<file path="src/rtl/pwm3_pkg.sv">
package pwm3_pkg;

    localparam int CARRIER_W = 16;
    localparam int ADDR_W    = 3;

    typedef logic [CARRIER_W-1:0] carrier_t;

    typedef enum logic [ADDR_W-1:0] {
        REG_PEAK    = 3'd0,
        REG_DUTY0   = 3'd1,
        REG_DUTY1   = 3'd2,
        REG_DUTY2   = 3'd3,
        REG_IRQ_DIV = 3'd4,
        REG_PROT    = 3'd5,
        REG_CMD     = 3'd6
    } reg_addr_e;

    typedef struct packed {
        logic hi;
        logic lo;
    } gate_pair_t;

    // Centre-aligned window: inclusive while rising, exclusive while falling,
    // so each half-period contributes exactly duty cycles.
    function automatic logic carrier_below(input logic rising,
                                           input carrier_t cnt,
                                           input carrier_t duty);
        return rising ? (cnt <= duty) : (cnt < duty);
    endfunction

endpackage

</file>
<file path="src/rtl/pwm3_carrier.sv">
module pwm3_carrier
    import pwm3_pkg::*;
#(
    parameter carrier_t PEAK_RST = carrier_t'(1000)
) (
    input  logic     clk,
    input  logic     rst,
    input  carrier_t peak_shadow,
    output carrier_t count,
    output logic     rising,
    output carrier_t peak_act,
    output logic     vertex
);
    logic at_valley;
    logic at_top;

    assign at_valley = !rising && (count == '0);
    assign at_top    = rising && (count >= peak_act);
    assign vertex    = at_valley || at_top;

    always_ff @(posedge clk) begin
        if (rst) begin
            count    <= '0;
            rising   <= 1'b0;
            peak_act <= PEAK_RST;
        end else begin
            if (at_valley) begin
                peak_act <= peak_shadow;
            end
            if (at_top) begin
                rising <= 1'b0;
                count  <= count - 1'b1;
            end else if (at_valley) begin
                rising <= 1'b1;
                count  <= count + 1'b1;
            end else if (rising) begin
                count  <= count + 1'b1;
            end else begin
                count  <= count - 1'b1;
            end
        end
    end
endmodule

</file>
<file path="src/rtl/pwm3_leg.sv">
module pwm3_leg
    import pwm3_pkg::*;
#(
    parameter int DT_W = 8
) (
    input  logic            clk,
    input  logic            rst,
    input  logic            rising,
    input  carrier_t        count,
    input  carrier_t        duty,
    input  logic [DT_W-1:0] dead,
    output gate_pair_t      gates
);
    logic            want_hi;
    logic            state_q;
    logic [DT_W-1:0] gap_q;

    assign want_hi = carrier_below(rising, count, duty);

    always_ff @(posedge clk) begin
        if (rst) begin
            state_q <= 1'b0;
            gap_q   <= '0;
        end else begin
            state_q <= want_hi;
            if (want_hi != state_q) begin
                gap_q <= dead;
            end else if (gap_q != '0) begin
                gap_q <= gap_q - 1'b1;
            end
        end
    end

    always_comb begin
        gates.hi = state_q  && (gap_q == '0);
        gates.lo = !state_q && (gap_q == '0);
    end
endmodule

</file>
<file path="src/rtl/pwm3_irq.sv">
module pwm3_irq #(
    parameter int DIV_W = 8
) (
    input  logic             clk,
    input  logic             rst,
    input  logic             vertex,
    input  logic [DIV_W-1:0] divisor,
    input  logic             ack,
    output logic             irq
);
    logic [DIV_W-1:0] seen_q;
    logic             fire;

    assign fire = vertex && (divisor != '0) && (seen_q >= divisor - 1'b1);

    always_ff @(posedge clk) begin
        if (rst) begin
            seen_q <= '0;
            irq    <= 1'b0;
        end else begin
            if (vertex) begin
                seen_q <= (fire || divisor == '0) ? '0 : seen_q + 1'b1;
            end
            irq <= fire || (irq && !ack);
        end
    end
endmodule

</file>
<file path="src/rtl/pwm3_top.sv">
module pwm3_top
    import pwm3_pkg::*;
#(
    parameter int       N_LEG    = 3,
    parameter int       DT_W     = 8,
    parameter int       DIV_W    = 8,
    parameter carrier_t PEAK_RST = carrier_t'(1000)
) (
    input  logic                 clk,
    input  logic                 rst,
    input  logic                 wr_en,
    input  logic [ADDR_W-1:0]    wr_addr,
    input  logic [CARRIER_W-1:0] wr_data,
    input  logic [DT_W-1:0]      dead_cfg,
    input  logic                 fault_in,
    output logic [N_LEG-1:0]     gate_hi,
    output logic [N_LEG-1:0]     gate_lo,
    output logic                 irq
);
    localparam int DUTY_BASE = int'(REG_DUTY0);

    carrier_t         peak_shadow;
    carrier_t         carrier_cnt;
    carrier_t         peak_act;
    logic             carrier_up;
    logic             vertex;
    logic [DIV_W-1:0] irq_div;
    logic             prot_en;
    logic             trip_q;
    logic             trip_clr;
    logic             irq_ack;
    carrier_t         duty_act [N_LEG];

    assign trip_clr = wr_en && (wr_addr == REG_CMD) && wr_data[0];
    assign irq_ack  = wr_en && (wr_addr == REG_CMD) && wr_data[1];

    always_ff @(posedge clk) begin
        if (rst) begin
            peak_shadow <= PEAK_RST;
            irq_div     <= '0;
            prot_en     <= 1'b1;
        end else if (wr_en) begin
            case (wr_addr)
                REG_PEAK:    peak_shadow <= (wr_data == '0) ? carrier_t'(1) : wr_data;
                REG_IRQ_DIV: irq_div     <= wr_data[DIV_W-1:0];
                REG_PROT:    prot_en     <= wr_data[0];
                default:     ;
            endcase
        end
    end

    always_ff @(posedge clk) begin
        if (rst) begin
            trip_q <= 1'b0;
        end else if (prot_en && fault_in) begin
            trip_q <= 1'b1;
        end else if (trip_clr) begin
            trip_q <= 1'b0;
        end
    end

    pwm3_carrier #(.PEAK_RST(PEAK_RST)) u_carrier (
        .clk        (clk),
        .rst        (rst),
        .peak_shadow(peak_shadow),
        .count      (carrier_cnt),
        .rising     (carrier_up),
        .peak_act   (peak_act),
        .vertex     (vertex)
    );

    for (genvar i = 0; i < N_LEG; i++) begin : g_leg
        localparam logic [ADDR_W-1:0] MY_ADDR = ADDR_W'(DUTY_BASE + i);
        carrier_t   duty_shadow;
        gate_pair_t pair;

        always_ff @(posedge clk) begin
            if (rst) begin
                duty_shadow <= '0;
                duty_act[i] <= '0;
            end else begin
                if (wr_en && wr_addr == MY_ADDR) begin
                    duty_shadow <= wr_data;
                end
                if (vertex) begin
                    duty_act[i] <= duty_shadow;
                end
            end
        end

        pwm3_leg #(.DT_W(DT_W)) u_leg (
            .clk   (clk),
            .rst   (rst),
            .rising(carrier_up),
            .count (carrier_cnt),
            .duty  (duty_act[i]),
            .dead  (dead_cfg),
            .gates (pair)
        );

        assign gate_hi[i] = pair.hi && !trip_q;
        assign gate_lo[i] = pair.lo && !trip_q;
    end

    pwm3_irq #(.DIV_W(DIV_W)) u_irq (
        .clk    (clk),
        .rst    (rst),
        .vertex (vertex),
        .divisor(irq_div),
        .ack    (irq_ack),
        .irq    (irq)
    );
endmodule

</file>
<file path="config.mk">
export PLATFORM = sky130hd
export DESIGN_NAME = pwm3_top
export DESIGN_NICKNAME = d
export VERILOG_FILES = /design/src/rtl/pwm3_pkg.sv /design/src/rtl/pwm3_carrier.sv /design/src/rtl/pwm3_leg.sv /design/src/rtl/pwm3_irq.sv /design/src/rtl/pwm3_top.sv
export SDC_FILE = /design/constraint.sdc
export NUM_CORES = 1
export LEC_CHECK = 0
export ABC_AREA = 0
export BUFFER_PORTS_ARGS = -buffer_cell sky130_fd_sc_hd__buf_2
export CORE_UTILIZATION = 40
export CTS_CLUSTER_SIZE = 20
export DETAILED_ROUTE_END_ITERATION = 8
export PLACE_DENSITY = 0.55
export SLEW_MARGIN = 20
export SYNTH_ARGS = -nofsm -noshare
export SYNTH_HDL_FRONTEND = slang
export SYNTH_SLANG_ARGS = --single-unit
</file>
<file path="constraint.sdc">
create_clock -name clk -period 4.7 [get_ports clk]
set_clock_uncertainty 0.2 [all_clocks]
set_input_delay 0.47 -clock clk [delete_from_list [all_inputs] [get_ports clk]]
set_output_delay 0.47 -clock clk [all_outputs]
set_load 0.1 [all_outputs]
</file>
* Word-level counts from Yosys, hierarchy flattened
Memories as Yosys holds them, arrays and structs flattened.
Index checks and enable logic that the tools add are counted.
** Storage, ports and cells
- Register bits after elaboration :: 143
- Bits in latches :: 0
- Bits in writable memories :: 48
- Memory bits (read-only) :: 0
- Input port bits :: 31
- Output and inout port bits :: 7
- Word-level logic and storage cells :: 122
- Memories :: 1
** Memory list
- duty_act :: depth 3, width 16, read ports 3, clocked after Yosys merged registers in 0, write ports 3, RTL line pwm3_top.sv:32 : carrier_t duty_act [N_LEG];
** Operators by class
- $add $sub $neg :: 7
- Multipliers :: 0
- Div/mod/pow operators :: 0
- $lt $le $gt $ge :: 8
- Eq/ne operators :: 9
- Shift operators :: 0
- Muxes and demuxes :: 24
- Bitwise operators :: 3
- Reduce and logical (&&, ||, !) cells :: 52
** Operators by type and width (number)
- $mux 16 :: 7
- $mux 8 :: 7
- $le 16x16->1 :: 3
- $lt 16x16->1 :: 3
- $logic_not 16->1 :: 2
- $logic_not 8->1 :: 4
- $reduce_bool 8->1 :: 4
- $sub 8x1->8 const B :: 4
- $logic_and 1x1->1 :: 24
- $add 16x1->16 const B :: 1
- $ge 16x16->1 :: 1
- $sub 16x1->16 const B :: 1
- $mux 1 :: 10
- $eq 3x3->1 const B :: 3
- $add 8x1->8 const B :: 1
- $ge 8x8->1 :: 1
- $reduce_bool 2->1 :: 4
- $eq 3x2->1 const B :: 2
- $logic_not 1->1 :: 6
- $reduce_and 2->1 :: 3
- $eq 3x1->1 const B :: 1
- $logic_not 3->1 :: 1
- $logic_or 1x1->1 :: 3
- $ne 1x1->1 :: 3
- other kinds (2) :: 4

* Depth between registers and ports, before layout
Gate-level depths: netlist (run 1).
- Depth after elaboration :: 7
- Mapped depth :: 12
- Gate-level depth less buffers :: 11

* Cells and area by module
A second synthesis (run 1) with hierarchy kept.
** Second synthesis, totals
- Cell total of the unflattened synthesis :: 1154
- Area total of the unflattened synthesis :: 10585.2 µm²
** By module, submodules not included
- pwm3_top :: times used 1, cells each 441, area an instance 4548.1 µm², seq. area each 2922.8 µm²
- pwm3_leg :: times used 3, cells each 122, area an instance 1013.5 µm², seq. area each 180.2 µm²
- pwm3_carrier :: times used 1, cells each 263, area an instance 2238.4 µm², seq. area each 660.6 µm²
- pwm3_irq :: times used 1, cells each 84, area an instance 758.2 µm², seq. area each 180.2 µm²

* Worst setup path after synthesis (run 1)
OpenSTA, ideal clock, no wires.
- Kind :: register to output
- From :: reg g_leg[0].u_leg.gap_q[2]
- To :: out gate_hi[0]
- Arrival time :: 3.694 ns
- Data required time :: 4.030 ns
- Setup slack :: 0.336 ns
- Cell stages (with the launch flop) :: 6
- Buffers on the path :: 2
- Path through :: dfxtp_1 or3_1 clkbuf_1 or4_1 clkbuf_1 nor3b_1
** On the way
- Cells in the longest elaborated chain, start to end :: 3
** Ends and longest elaborated chain
- start: declaration :: RTL line pwm3_leg.sv:16 : logic [DT_W-1:0] gap_q;
- start signal: assignment :: RTL line pwm3_leg.sv:29 : gap_q <= gap_q - 1'b1;
- $logic_not 8->1 :: RTL line pwm3_leg.sv:35 : gates.hi = state_q && (gap_q == '0);
- $logic_and 1x1->1 :: RTL line pwm3_leg.sv:35
- $logic_and 1x1->1 :: RTL line pwm3_top.sv:101 : assign gate_hi[i] = pair.hi && !trip_q;
- end: declaration :: RTL line pwm3_top.sv:16 : output logic [N_LEG-1:0] gate_hi,
No other way between the ends.

* Final worst setup path (run 1)
- From :: reg u_carrier.count[10]
- To :: reg g_leg[0].u_leg.gap_q[5]
** On the way
- Cells in the longest elaborated chain, start to end :: 4
- Elaborated cells between the ends (all ways) :: 6
- Classes of those cells :: order compare: 2; eq/ne: 1; mux: 2; reduce/logical: 1
** Ends and longest elaborated chain
- start: declaration :: RTL line pwm3_carrier.sv:9 : output carrier_t count,
- start signal: assignment :: RTL line pwm3_carrier.sv:32 : count <= count - 1'b1;
- start signal: assignment :: RTL line pwm3_carrier.sv:35 : count <= count + 1'b1;
- start signal: assignment :: RTL line pwm3_carrier.sv:37 : count <= count + 1'b1;
- $lt 16x16->1 or $le 16x16->1 (tied branches) :: RTL line pwm3_pkg.sv:28 : return rising ? (cnt <= duty) : (cnt < duty);
- $mux 1 (*) :: RTL line pwm3_pkg.sv:28
- $ne 1x1->1 (*) :: RTL line pwm3_leg.sv:26 : if (want_hi != state_q) begin
- $mux 8 or $reduce_bool 2->1 (tied branches)
Mark *: on every way between the ends. The rest lies on a longest branch, timed or not.
A chain may end at the register's enable or synchronous reset.

==> results.yml, run 1 <==
die:
  die_w_um: 162
  initial_core_util_pct: 40.7
  die_y_um: 162
  io-pin-count: 38
  die-area_um2: 26300
  placementRows: 58
  core_area_um2: 25200
detailed_routing:
  drt_iter0_drc: 404
  antenna_left: 0
  viasPerCell: 5.27
  drc_errors: 0
  wirelength_mm: 25.9
  dr.pass1.iters: 5
  vias: 8110
  routedWlPerCell_um: 16.8
clocking:
  cts_tree: "done"
  numCtsBuffers: 17
  ctsResizeCount: 0
  clock_latency_ps: 440
  clk_pin_slew_ps: 80
  cts_hold_buf: 0
  cts_root_buf: "clkbuf_16"
  clock_sinks: 191
  h-tree-depth: 4
  clock_path_buffers: 2
  postCtsSetupBuffers: 0
cells_and_area:
  final_nets: 1306
  drive_gt1_share_pct: 7.86
  areaGrowthSynthToFinish_pct: 10.6
  n_antenna_cell: 0
  post-route-util_pct: 45.0
yosys:
  seq_area_frac_synth_pct: 42.0
  yosys_warnings: 0
  ys_ff_latch: 191
  synthArstFlopShare_pct: 0
  ys_types: 64
  syn_nets: 1295
  yosys-top-cells-count: "nand2_1, dfxtp_1, a21oi_1"
  synthCells: 1185
  synthMostInstantiatedCell: "nand2_1"
  synth_edf_count: 48
  synthFlopType: "dfxtp_1"
  synth_area_leaders: "dfxtp_1, edfxtp_1, ha_1, nand2_1, a21oi_1"
  synth_area_per_cell_um2: 8.65
  netlist.area_leader.share_pct: 27.9
  synth_area_um2: 10300
  synth_top_area_cell: "dfxtp_1"
critical_path:
  max_stage_delay_ps: 880
  critPathMaxFanout: 28
  critPathTopFamily: "compound AO/OA/AOI/OAI gates"
  cp_cell_sequence: "ha_1 -> and3_1 -> a221oi_1 -> o221ai_1 -> o31ai_4 -> nor3_1 -> or4_1"
  start_kind: "flop"
  cp-end-kind: "flop"
  timing_worst_setup_path_type: "reg -> reg"
  slowest_stage: "o31ai_4"
  arrival_ps: 3640
  critPathRequiredTime_ps: 4810
  worst-path-buf-inv: 0
global_routing:
  overflow: 0
  grt_usage_pct: 20.6
  grt_pass1_vias: 7500
  grt_pass1_wl_mm: 42.0
  grt_antenna_before_repair: 0
  grt_max_degree: 77
placed_design:
  routabilityCongestion: 0.806
  io_buffers: 37
  dp_hpwl_mm: 18.1
sta:
  setup_viol: 0
  min_period_over_period_pct: 75.0
  post-route-min-period_ps: 3530
  hold_viol_final: 0
  tns_ps: 0
  fmax_mhz: 284
  slew_headroom_pct: 33.1
  tightest_slew_ps: 1000
  report.final.slew_viol_count: 0
  rsz0062_at_grt: "no"
outcome:
  outcome: "finished, final reports clean"
power:
  p_per_area_nw_per_um2: 568
  ir_drop_uv: 299
  p_leak_nw: 4.73
run:
  max_cap_viol_count: 0
min_path:
  hp-class: "in -> reg"
per-layer routing:
metal	GRT usage (%)	up-vias	wire length [um]
met5	0	-	0
met4	5.23	0	299
met3	3.24	23	838
met2	32.0	142	11500
met1	29.6	3753	13300
li1	-	4192	-
worst min-delay path, delay by kind of cell:
kind,cells,cell delay [ps]
AO/OA/AOI/OAI,1,80
buffers and inverters,1,80
AND/OR/NAND/NOR,1,80
per-stage QoR:
| step | hold slack [ps] | instance area (um^2) | total power, W | worst slack (ps) | cells |
|---|---|---|---|---|---|
| after floorplan | 232 | 10300 | 0.00434 | 336 | 1185 |
| after global placement | 239 | 10800 | 0.00498 | 1280 | 1507 |
| after detailed placement | 243 | 10800 | 0.00502 | 1200 | 1507 |
| after CTS | 67.4 | 11300 | 0.00650 | 1180 | 1539 |
| after global routing | 97.3 | 11300 | 0.00696 | 849 | 1539 |
| final | 88.7 | 11300 | 0.00645 | 1170 | 1539 |
cells by family (layout without fill, tap and decap cells):
kind of cell | count (synthesis) | count (layout) | synth area share, %
flip-flops | 191 | 191 | 42.0
buffers and inverters | 133 | 157 | 5.00
XOR/XNOR | 20 | 20 | 1.71
adder cells (fa/ha/maj) | 79 | 79 | 9.64
AND/OR/NAND/NOR | 519 | 519 | 25.2
multiplexers | 46 | 46 | 4.66
AO/OA/AOI/OAI | 197 | 197 | 11.8
final timing paths:
kind                                 from                       to  depth (start not counted)  slack [ps]
setup / recovery      u_carrier.count[10]  g_leg[0].u_leg.gap_q[5]                          7        1170
hold / removal                   fault_in                   trip_q                          3          90
setup reg to reg      u_carrier.count[10]  g_leg[0].u_leg.gap_q[5]                          7        1170
hold reg to reg   g_leg[1].duty_shadow[1]  g_leg[1].duty_shadow[1]                          2         250
layout make-up:
type                            instances  area [um^2]
Clock inverter                         12          141
Inverter                               77          289
Tap cell                              330          413
Multi-Input combinational cell        861         5460
Clock buffer                           20          447
Fill cell                            2493        13800
Timing Repair Buffer                   48          283
Sequential cell                       191         4300
sequential cells by signal, indices dropped and copies added, names as in the netlist, 8 cells and up:
name / flops
u_irq.seen_q: 8
peak_shadow: 16
u_carrier.peak_act: 16
g_leg.u_leg.gap_q: 24
irq_div: 8
g_leg.duty_shadow: 48
u_carrier.count: 16
duty_act: 48
layout by cell type, fill, tap and decap left out, types with 8 or more instances in the layout:
cell type | synthesis | final
a21oi_1 | 110 | 110
and3_1 | 59 | 59
buf_2 | 2 | 36
buf_4 | 1 | 11
clkbuf_16 | 0 | 17
dfxtp_1 | 143 | 143
edfxtp_1 | 48 | 48
ha_1 | 79 | 79
inv_1 | 76 | 76
mux2_1 | 8 | 8
mux2i_1 | 32 | 32
nand2_1 | 201 | 201
nand2b_1 | 13 | 13
nand3_1 | 38 | 38
nand4_1 | 11 | 11
nor2_1 | 66 | 66
nor2b_1 | 22 | 22
nor3_1 | 36 | 35
nor3b_1 | 12 | 12
nor4_1 | 9 | 9
o211ai_1 | 8 | 8
o21ai_0 | 18 | 18
or3_1 | 13 | 13
xnor2_1 | 15 | 15
report_power, final:
group / switching [W] / internal [W]
clock: 0.000694 / 0.000772
combinational: 0.00153 / 0.00106
sequential: 0.000350 / 0.00204
total: 0.00257 / 0.00388
Power figures use the tool's default switching activity.
==> run 2: changes to the inputs <==
==> constraint.sdc (replaced) <==
create_clock -name clk -period 3.3 [get_ports clk]
set_clock_uncertainty 0.2 [all_clocks]
set_input_delay 0.33 -clock clk [delete_from_list [all_inputs] [get_ports clk]]
set_output_delay 0.33 -clock clk [all_outputs]
set_load 0.1 [all_outputs]
==> results.yml, run 2 (synthesized netlist as in run 1, its figures left out) <==
outcome:
  outcome: "finished, final reports clean"
power:
  p_comb_share_pct: 42.7
  p_leak_nw: 4.93
  sequentialPowerShare_pct: 35.4
  ir_drop_uv: 329
  pwr-share-clk_pct: 21.9
  p_per_area_nw_per_um2: 809
  power_switching_share_pct: 39.9
  internal_power_w: 0.00569
  total_power_w: 0.00948
  switching_power_w: 0.00378
sta:
  tightest_slew_ps: 896
  slew_headroom_pct: 39.8
  fmax_mhz: 319
  rsz0062_at_grt: "no"
  setup_viol: 0
  tns_ps: 0
  hold_viol_final: 0
  report.final.slew_viol_count: 0
  post-route-min-period_ps: 3130
  min_period_over_period_pct: 94.9
cells_and_area:
  areaGrowthSynthToFinish_pct: 14.3
  layout_common_cells: "nand2_1, dfxtp_1, a21oi_1, ha_1, inv_1"
  drive_gt1_share_pct: 10.7
  layout_commonest_cell: "nand2_1"
  reg_top3: "duty_act (48), g_leg.duty_shadow (48), g_leg.u_leg.gap_q (24)"
  final_nets: 1345
  num-fill-cells: 2492
  fin_area_um2: 11700
  stdcell_count: 1578
  post-route-util_pct: 46.5
  n_antenna_cell: 0
clocking:
  cts_tree: "done"
  numCtsBuffers: 17
  clock_sinks: 191
  clock_path_buffers: 2
  clock_latency_ps: 440
  cts_root_buf: "clkbuf_16"
  h-tree-depth: 4
  clk_pin_slew_ps: 70
die:
  io-pin-count: 38
  die-area_um2: 26300
  core_area_um2: 25200
  die_y_um: 162
  initial_core_util_pct: 40.7
  die_w_um: 162
  placementRows: 58
critical_path:
  critPathRequiredTime_ps: 3400
  cp-end-kind: "flop"
  arrival_ps: 3230
  start_kind: "flop"
  regToRegSetupSlack_ps: 170
  timing_worst_setup_path_type: "reg -> reg"
  critPathMaxFanout: 9
run:
  max_cap_viol_count: 0
global_routing:
  grt_usage_pct: 20.7
  grt_antenna_before_repair: 0
  grt_pass1_wl_mm: 42.3
  overflow: 0
  grt_pass1_vias: 7609
  grt_max_degree: 77
detailed_routing:
  dr.pass1.iters: 5
  drc_errors: 0
  drt_iter0_drc: 555
  viasPerCell: 5.27
  antenna_left: 0
  wirelength_mm: 26.6
  vias: 8321
  routedWlPerCell_um: 16.8
placed_design:
  dpl_cell_area_um2: 11000
  routabilityCongestion: 0.833
  dp.cells: 1534
  dp_hpwl_mm: 19.1
  io_buffers: 37
min_path:
  hp-class: "in -> reg"
-- run 2: changes by cell type in the layout (fill, tap and decap cells not counted), sizes merged --
cell	before	now
clkinv	4	7
inv	84	82
dlygate4sd3	0	10
buf	48	76
clkinvlp	0	1
clkbuf	20	19
bufinv	1	0
o31ai	3	4
-- run 2: cell type report --
class / instances / area, um^2 / area share [%]
sequential: 191 / 4300 / 36.7
inverter: 77 / 289 / 2.47
tap: 330 / 413 / 3.52
timing repair buffer: 86 / 597 / 5.09
clock buffer: 19 / 453 / 3.86
multi-input combinational: 862 / 5520 / 47.1
clock inverter: 13 / 148 / 1.26
-- run 2: routing by layer --
layer  share of wire [%]  routed length (um)  GRT usage (%)
met1                  51               13400           29.7
met2                  44               11800           32.1
met3                 3.4                 909           2.96
met4                 1.7                 440           5.87
met5                   0                   0              0
-- run 2: power by group through the flow --
stage / sequential [W] / clock, W / combinational (W)
finish: 0.00336 / 0.00208 / 0.00404
global route: 0.00342 / 0.00221 / 0.00455
CTS: 0.00336 / 0.00212 / 0.00401
detailed placement: 0.00342 / 0 / 0.00397
global placement: 0.00342 / 0 / 0.00390
floorplan: 0.00324 / 0 / 0.00296
-- run 2: timing repair --
action / CTS / global route
setup buffers: 0 / 1
gates resized for setup: 0 / 6
endpoints found under the setup margin: 0 / 20
hold endpoints to repair: 24 / 0
hold buffers: 10 / 0
-- run 2: through the flow --
step	setup WS, ps	hold WS (ps)
2_1_floorplan	50.7	232
3_3_place_gp	95.4	241
3_5_place_dp	72.3	244
4_1_cts	61.4	0.940
5_1_grt	17.2	18.2
6_report	167	12.2
-- run 2: path summary, 6_finish.rpt --
check | depth (start not counted) | end | start
setup / recovery | 8 | g_leg[0].u_leg.gap_q[1] | u_carrier.count[9]
hold / removal | 3 | g_leg[1].duty_shadow[8] | wr_data[8]
setup reg to reg | 8 | g_leg[0].u_leg.gap_q[1] | u_carrier.count[9]
hold reg to reg | 2 | g_leg[2].duty_shadow[4] | g_leg[2].duty_shadow[4]
-- run 2: critical path: stages (launching register included) --
cell      delay, ps
dfxtp_1         560
ha_1            310
and3_1          180
a221oi_1        280
o221ai_1        330
o31ai_4         460
buf_4           200
nor3_1           40
or4_1           420
==> run 3: changes to the inputs <==
--- a/config.mk
+++ b/config.mk
@@ -10,7 +10,7 @@
 export CORE_UTILIZATION = 40
 export CTS_CLUSTER_SIZE = 20
 export DETAILED_ROUTE_END_ITERATION = 8
-export PLACE_DENSITY = 0.55
+export PLACE_DENSITY_LB_ADDON = 0.15
 export SLEW_MARGIN = 20
 export SYNTH_ARGS = -nofsm -noshare
 export SYNTH_HDL_FRONTEND = slang
==> results.yml, run 3 (synthesized netlist as in run 1, its figures left out) <==
outcome:
  outcome: "finished, final reports clean"
detailed_routing:
  routedWlPerCell_um: 16.5
  antenna_left: 0
  drt_iter0_drc: 630
  vias: 8248
  drc_errors: 0
  wirelength_mm: 26.0
  viasPerCell: 5.25
  dr.pass1.iters: 5
critical_path:
  timing_worst_setup_path_type: "reg -> reg"
  critPathRequiredTime_ps: 3230
  r2r-end: "duty_act[0][15]"
  critPathMaxFanout: 19
  start_kind: "flop"
  critPathTopFamily: "simple AND/OR/NAND/NOR gates"
  regToRegSetupSlack_ps: 140
  rr_startpoint: "u_carrier.count[0]"
  cp-end-kind: "flop"
  max_stage_delay_ps: 480
  cp_cell_sequence: "inv_1 -> ha_1 -> or4b_1 -> or3_1 -> nor4_2 -> a2bb2oi_4 -> or2_4 -> buf_12"
  r2r_cells: 8
  slowest_stage: "or4b_1"
  arrival_ps: 3090
  worst-path-buf-inv: 2
sta:
  post-route-min-period_ps: 3160
  rsz0062_at_grt: "yes"
  fmax_mhz: 317
  hold_viol_final: 0
  setup_viol: 0
  slew_headroom_pct: 38.7
  report.final.slew_viol_count: 0
  tightest_slew_ps: 912
  fin_hold_ws_ps: 7.44
  min_period_over_period_pct: 95.7
clocking:
  numCtsBuffers: 17
  h-tree-depth: 4
  cts_root_buf: "clkbuf_16"
  clock_path_buffers: 2
  clock_sinks: 191
  cts_tree: "done"
  clock_latency_ps: 430
  postCtsSetupBuffers: 0
  clk_pin_slew_ps: 70
cells_and_area:
  layout_commonest_cell: "nand2_1"
  layout_common_cells: "nand2_1, dfxtp_1, a21oi_1, ha_1, inv_1"
  fin_area_um2: 11600
  stdcell_count: 1571
  final_nets: 1338
  reg_top3: "duty_act (48), g_leg.duty_shadow (48), g_leg.u_leg.gap_q (24)"
  drive_gt1_share_pct: 9.99
  n_antenna_cell: 0
  areaGrowthSynthToFinish_pct: 12.9
die:
  io-pin-count: 38
  core_area_um2: 25200
  die_w_um: 162
  placementRows: 58
  initial_core_util_pct: 40.7
  die-area_um2: 26300
  die_y_um: 162
placed_design:
  dpl_cell_area_um2: 11000
  dp.cells: 1532
  routabilityCongestion: 0.822
  dp_hpwl_mm: 18.7
  io_buffers: 37
global_routing:
  grt_pass1_wl_mm: 41.6
  grt_max_degree: 75
  grt_usage_pct: 20.3
  grt_antenna_before_repair: 0
  grt_pass1_vias: 7539
  overflow: 0
min_path:
  holdPathEnd: "g_leg[2].duty_shadow[15]"
  hp-class: "in -> reg"
  worstHoldPathCells: 3
  min-delay-start: "wr_data[15]"
run:
  max_cap_viol_count: 0
power:
  p_comb_share_pct: 43.3
  p_per_area_nw_per_um2: 799
  sequentialPowerShare_pct: 35.9
  pwr-share-clk_pct: 20.8
  power_switching_share_pct: 39.4
  internal_power_w: 0.00560
  switching_power_w: 0.00365
  p_leak_nw: 4.88
  ir_drop_uv: 330
-- run 3: how the worst max path moves through the flow --
stage / from / cells after the start / slack (ps) / endpoint
floorplan: g_leg[0].u_leg.gap_q[2] / 5 / 50 / gate_hi[0]
CTS: u_carrier.count[0] / 8 / 150 / duty_act[0][2]
global route: u_carrier.count[0] / 9 / -2 / u_irq.seen_q[5]
global placement: u_carrier.count[0] / 8 / 200 / duty_act[1][1]
detailed placement: u_carrier.count[0] / 8 / 190 / duty_act[1][3]
finish: u_carrier.count[0] / 8 / 140 / duty_act[0][15]
-- run 3: power by group through the flow --
stage / logic [W] / clock network, W / registers [W]
after global routing: 0.00448 / 0.00207 / 0.00338
after floorplan: 0.00296 / 0 / 0.00324
after CTS: 0.00401 / 0.00196 / 0.00332
after global placement: 0.00395 / 0 / 0.00337
after detailed placement: 0.00398 / 0 / 0.00337
final: 0.00401 / 0.00192 / 0.00332
-- run 3: cell type report --
class | count | area, um^2
multi-input combinational | 861 | 5490
timing repair buffer | 80 | 553
clock inverter | 11 | 77.6
sequential | 191 | 4300
inverter | 77 | 289
clock buffer | 21 | 450
fill | 2485 | 13600
tap | 330 | 413
-- run 3: through the flow --
| step | setup slack, ps | power, W | util (%) | TNS (ps) |
|---|---|---|---|---|
| 2_1_floorplan | 50.7 | 0.00620 | - | 0 |
| 3_3_place_gp | 202 | 0.00732 | 43.6 | 0 |
| 3_5_place_dp | 190 | 0.00736 | 43.6 | 0 |
| 4_1_cts | 149 | 0.00930 | 46.0 | 0 |
| 5_1_grt | -1.84 | 0.00993 | 46.0 | -1.84 |
| 6_report | 143 | 0.00925 | 46.0 | 0 |
-- run 3: worst reg2reg max path: cells and delay by family, from the launching register on --
family | cells | cell delay (ps)
AO/OA/AOI/OAI | 1 | 280
buffers and inverters | 2 | 270
flip-flops | 1 | 350
AND/OR/NAND/NOR | 4 | 1580
adder cells (fa/ha/maj) | 1 | 190
-- run 3: repair_timing --
item                                    in CTS  in global routing
endpoints found under the setup margin       0                  3
hold buffers                                 7                  0
hold endpoints to repair                    17                  0
gates resized for setup                      0                  1
-- run 3: per-layer routing --
| layer | part of all wire (%) | vias to the layer above | routed length [um] | track usage (%) |
|---|---|---|---|---|
| met5 | 0 | - | 0 | 0 |
| met4 | 2.6 | 0 | 674 | 6.95 |
| met3 | 4.1 | 33 | 1060 | 2.94 |
| met2 | 43 | 179 | 11200 | 30.2 |
| met1 | 50 | 3774 | 13100 | 29.8 |
| li1 | - | 4262 | - | - |
